<file path="src/rtl/rd_out_pkg.sv">
package rd_out_pkg;

  typedef enum logic [1:0] {
    CMD_WAIT  = 2'b00,
    CMD_READ  = 2'b01,
    CMD_DESEL = 2'b10,
    CMD_SPARE = 2'b11
  } cmd_e;

  // strobes from control to datapath
  typedef struct packed {
    logic loadOut;  // capture array word into output register
    logic bypass;   // flow-through: present array word directly
    logic drive;    // pipeline-derived driver state for this cycle
  } strobe_t;

endpackage

</file>
<file path="src/rtl/rd_out_ctrl.sv">
module rd_out_ctrl
  import rd_out_pkg::*;
(
  input  logic       clk,
  input  logic       rstN,
  input  logic       pipeMode,
  input  logic       dualDesel,
  input  logic [1:0] cmd,
  output strobe_t    strobe
);

  localparam int STAGES = 2;

  logic [1:0] stageCmd [STAGES];
  logic       onPrev;
  logic       onNow;
  logic [STAGES-1:0] isRd;
  logic [STAGES-1:0] isDs;

  // command stages: stage 0 is captured at the last edge
  always_ff @(posedge clk or negedge rstN) begin
    if (!rstN) begin
      for (int i = 0; i < STAGES; i++) stageCmd[i] <= CMD_DESEL;
    end else begin
      stageCmd[0] <= cmd;
      for (int i = 1; i < STAGES; i++) stageCmd[i] <= stageCmd[i-1];
    end
  end

  generate
    for (genvar g = 0; g < STAGES; g++) begin : g_dec
      assign isRd[g] = (stageCmd[g] == CMD_READ);
      assign isDs[g] = (stageCmd[g] == CMD_DESEL);
    end
  endgenerate

  // driver state: read at output stage wins, then deselect, else hold
  always_comb begin
    onNow = onPrev;
    if (pipeMode) begin
      if (isRd[1])                   onNow = 1'b1;
      else if (!dualDesel && isDs[0]) onNow = 1'b0;
      else if (isDs[1])              onNow = 1'b0;
    end else begin
      if (isRd[0])      onNow = 1'b1;
      else if (isDs[0]) onNow = 1'b0;
    end
  end

  always_ff @(posedge clk or negedge rstN) begin
    if (!rstN) onPrev <= 1'b0;
    else       onPrev <= onNow;
  end

  always_comb begin
    strobe.loadOut = isRd[0];
    strobe.bypass  = !pipeMode && isRd[0];
    strobe.drive   = onNow;
  end

endmodule

</file>
<file path="src/rtl/rd_out_dp.sv">
module rd_out_dp
  import rd_out_pkg::*;
#(
  parameter int DATA_W = 36
) (
  input  logic              clk,
  input  logic              rstN,
  input  strobe_t           strobe,
  input  logic              outEn,
  input  logic [DATA_W-1:0] arrData,
  output logic [DATA_W-1:0] dataOut,
  output logic              driveEn
);

  logic [DATA_W-1:0] outReg;
  logic [DATA_W-1:0] selData;

  always_ff @(posedge clk or negedge rstN) begin
    if (!rstN)               outReg <= '0;
    else if (strobe.loadOut) outReg <= arrData;
  end

  assign selData = strobe.bypass ? arrData : outReg;
  assign driveEn = outEn && strobe.drive;
  assign dataOut = driveEn ? selData : '0;

endmodule

</file>
<file path="src/rtl/rd_out_path.sv">
module rd_out_path
  import rd_out_pkg::*;
#(
  parameter int DATA_W = 36
) (
  input  logic              clk,
  input  logic              rstN,
  input  logic              pipeMode,
  input  logic              dualDesel,
  input  logic              outEn,
  input  logic [1:0]        cmd,
  input  logic [DATA_W-1:0] arrData,
  output logic [DATA_W-1:0] dataOut,
  output logic              driveEn
);

  strobe_t strobe;

  rd_out_ctrl i_ctrl (
    .clk       (clk),
    .rstN      (rstN),
    .pipeMode  (pipeMode),
    .dualDesel (dualDesel),
    .cmd       (cmd),
    .strobe    (strobe)
  );

  rd_out_dp #(.DATA_W(DATA_W)) i_dp (
    .clk     (clk),
    .rstN    (rstN),
    .strobe  (strobe),
    .outEn   (outEn),
    .arrData (arrData),
    .dataOut (dataOut),
    .driveEn (driveEn)
  );

endmodule

</file>
<file path="config.mk">
export PLATFORM = sky130hd
export DESIGN_NAME = rd_out_path
export DESIGN_NICKNAME = d
export VERILOG_FILES = /design/src/rtl/rd_out_pkg.sv /design/src/rtl/rd_out_ctrl.sv /design/src/rtl/rd_out_dp.sv /design/src/rtl/rd_out_path.sv
export SDC_FILE = /design/constraint.sdc
export NUM_CORES = 1
export LEC_CHECK = 0
export BUFFER_PORTS_ARGS = -buffer_cell sky130_fd_sc_hd__buf_2
export CAP_MARGIN = 40
export CORE_ASPECT_RATIO = 1.25
export CORE_MARGIN = 4
export CORE_UTILIZATION = 25
export DETAILED_ROUTE_END_ITERATION = 16
export PLACE_DENSITY = 0.49
export SYNTH_ARGS = -nofsm -noshare
export SYNTH_HDL_FRONTEND = slang
export SYNTH_HIERARCHICAL = 1
export SYNTH_SLANG_ARGS = --single-unit
</file>
<file path="constraint.sdc">
create_clock -name clk -period 1.6 [get_ports clk]
set_input_delay 0.24 -clock clk [delete_from_list [all_inputs] [get_ports clk]]
set_output_delay 0.24 -clock clk [all_outputs]
set_load 0.02 [all_outputs]
</file>
==> impl_metrics.toml <==
[outcome]
status = "finished, violations left"
violations = "negative setup slack"

[job]
cap_viol_max_count = 0

[sta]
hold_viol = 0
finalClockSkew_ns = 0.00504
post-route-period-util_pct = 131
finalSetupViolations = 73
worst_pin_slew_ns = 0.659
max_slew_margin_pct = 56.1
slew_violations = 0
rsz0062_at_grt = "true"
period_needed_ns = 2.10
fmax_mhz = 477
setup_slack_ns = -0.498
fin_setup_tns_ns = -18.68

[critical_path]
cp_slowest_cell = "dfstp_2"
critPathKind = "register to primary output"
cpPeakStageDelay_ns = 0.56
cp.arrival_ns = 1.86
crit_path_max_fanout = 11
critPathCaptureType = "primary output"
start_kind = "register"
required_ns = 1.36
crit_chain = "inv_2 -> maj3_2 -> a2bb2oi_4 -> nand2_8 -> buf_12 -> nor2_2 -> buf_2"

[final_layout]
drive_above_1_share_pct = 70.1
nets = 303
fillCellCount = 926
area_growth_pct = 46.0
diodes = 0

[floorplan]
num_io_pins = 80
die_y_microns = 114
initial_utilization_pct = 25.9
num_rows = 38
dieArea_sq_um = 10700
die_w_microns = 93.1
core_sq_um = 8750

[power_and_ir_drop]
power.leakage_nw = 1.48
peakVddDrop_mv = 0.332
p_per_area_nw_per_um2 = 938
power_mw = 3.10

[yosys]
syn_area_sq_um = 2260
synth_area_per_cell_sq_um = 13.2
synth_fp_nets = 215
ys_seq_elements = 41
ys_types = 20
yosysSeqAreaShare_pct = 45.4
ys_warn_count = 6
postSynthCellCount = 172

[route]
routedLengthMet1_microns = 2250
wl_microns = 5210
met2_length_microns = 2640
first_pass_iters = 3
drt_iter0_drc = 9
routed-wl-met3_microns = 254
vias_per_cell = 4.17
highest_layer = "met4"
vias = 1589
drc = 0
wl_per_cell_microns = 13.7
ant_nets = 0

[global_route]
overflow = 0
globalRouteTotalUtil_pct = 10.3
grt_max_degree = 37
grt_pass1_vias = 1702
grt_pass1_wl_microns = 8580
grt_antenna_before_repair = 0

[placement]
preCtsSetupSlack_ns = -0.218
port_buffers = 79
finalWeightedCongestion = 0.711
hpwl_microns = 3650

[clock_tree]
clkLatencyLatePin_ns = 0.29
numCtsBuffers = 5
htreeDepth = 2
tritoncts = "built"
clockRootBuffer = "clkbuf_8"
clk_pin_slew_ns = 0.08
cts_sinks = 41
cts_buffer_depth = 2

[hold_path]
hold_class = "input port to register"
[Yosys cell counts, drive strengths merged]
cell type / count / area, sq um
mux2: 36 / 518
nor2b: 1 / 6.26
nand2: 1 / 3.75
dfstp: 2 / 52.6
a2bb2oi: 1 / 8.76
and2b: 1 / 8.76
a21boi: 1 / 7.51
buf: 12 / 150
maj3: 1 / 11.3
inv: 3 / 11.3
o221ai: 1 / 8.76
nand2b: 1 / 6.26
dfrtp: 39 / 976
nor2: 36 / 135
mux2i: 36 / 360
[power breakdown]
group / switching, mW / internal (mW)
Sequential: 0.0774 / 1.18
Combinational: 0.442 / 0.535
Clock: 0.357 / 0.509
Total: 0.877 / 2.22
[cell families (layout without fill, tap and decap cells)]
logic type               after synthesis  count (layout)  share of synthesized area [%]
multiplexers                          72              72                           38.8
flip-flops                            41              41                           45.4
AND/OR/NAND/NOR                       40              40                           7.07
buffers and inverters                 15             104                           7.13
AO/OA/AOI/OAI                          3               3                           1.11
adder cells (fa/ha/maj)                1               1                          0.497
[stage by stage]
stage | hold slack, ns | instance area [sq um] | cells | utilization (%)
2_1_floorplan | -0.0556 | 2400 | 172 | -
3_3_place_gp | 0.197 | 2920 | 368 | 33.4
3_5_place_dp | 0.197 | 2920 | 368 | 33.4
4_1_cts | 0.0306 | 3080 | 378 | 35.2
5_1_grt | 0.0195 | 3310 | 381 | 37.8
6_report | 0.0502 | 3310 | 381 | 37.8
[layout make-up]
| type | count | area [sq um] | area share (%) |
|---|---|---|---|
| multi-input combinational | 116 | 1220 | 36.8 |
| tap | 120 | 150 | 4.54 |
| clock buffer | 7 | 86.3 | 2.61 |
| clock inverter | 1 | 30.0 | 0.908 |
| inverter | 3 | 13.8 | 0.416 |
| sequential | 41 | 1030 | 31.1 |
| timing repair buffer | 93 | 779 | 23.6 |
[timing repair]
item,in CTS,in global routing
buffers inserted,0,3
hold buffers,1,0
endpoints found under the setup margin,73,73
gates resized for setup,2,63
gates cloned,1,0
endpoints found under the hold margin,15,0
[critical path: cells and delay by family (launching register included)]
family	cells	cell delay, ns
flip-flops	1	0.56
buffers and inverters	3	0.33
adder cells (fa/ha/maj)	1	0.31
AND/OR/NAND/NOR	2	0.18
AO/OA/AOI/OAI	1	0.17
[metal layers]
| metal | global-route usage, % | vias up |
|---|---|---|
| met5 | 0 | - |
| met4 | 3.81 | 0 |
| met3 | 2.17 | 4 |
| met2 | 17.3 | 45 |
| met1 | 12.9 | 778 |
| li1 | - | 762 |
[sequential cells by signal (all words and copies together), names as in the netlist]
signal           flops
i_dp/outReg         36
i_ctrl/onPrev        1
i_ctrl/stageCmd      4
[final timing paths]
path | to | from | slack, ns | cells after the start
max in group asynchronous | i_ctrl/stageCmd[1] | rstN | 0.66 | 3
min | i_ctrl/stageCmd[3] | cmd[1] | 0.05 | 1
max | dataOut[32] | i_ctrl/stageCmd[3] | -0.50 | 7
min reg2reg | i_ctrl/stageCmd[1] | i_ctrl/stageCmd[3] | 0.39 | 0
min in group asynchronous | i_dp/outReg[4] | rstN | 0.41 | 2
max reg2reg | i_dp/outReg[0] | i_ctrl/stageCmd[3] | -0.08 | 3
[layout by cell type (no fill, tap or decap), drive strengths merged]
cell type,synthesis,final
a21boi,1,1
a2bb2oi,1,1
and2b,1,1
buf,12,92
bufinv,0,1
clkbuf,0,7
dfrtp,39,39
dfstp,2,2
dlygate4sd3,0,1
inv,3,3
maj3,1,1
mux2,36,36
mux2i,36,36
nand2,1,1
nand2b,1,1
nor2,36,36
nor2b,1,1
o221ai,1,1
Power figures use the tool's default switching activity.
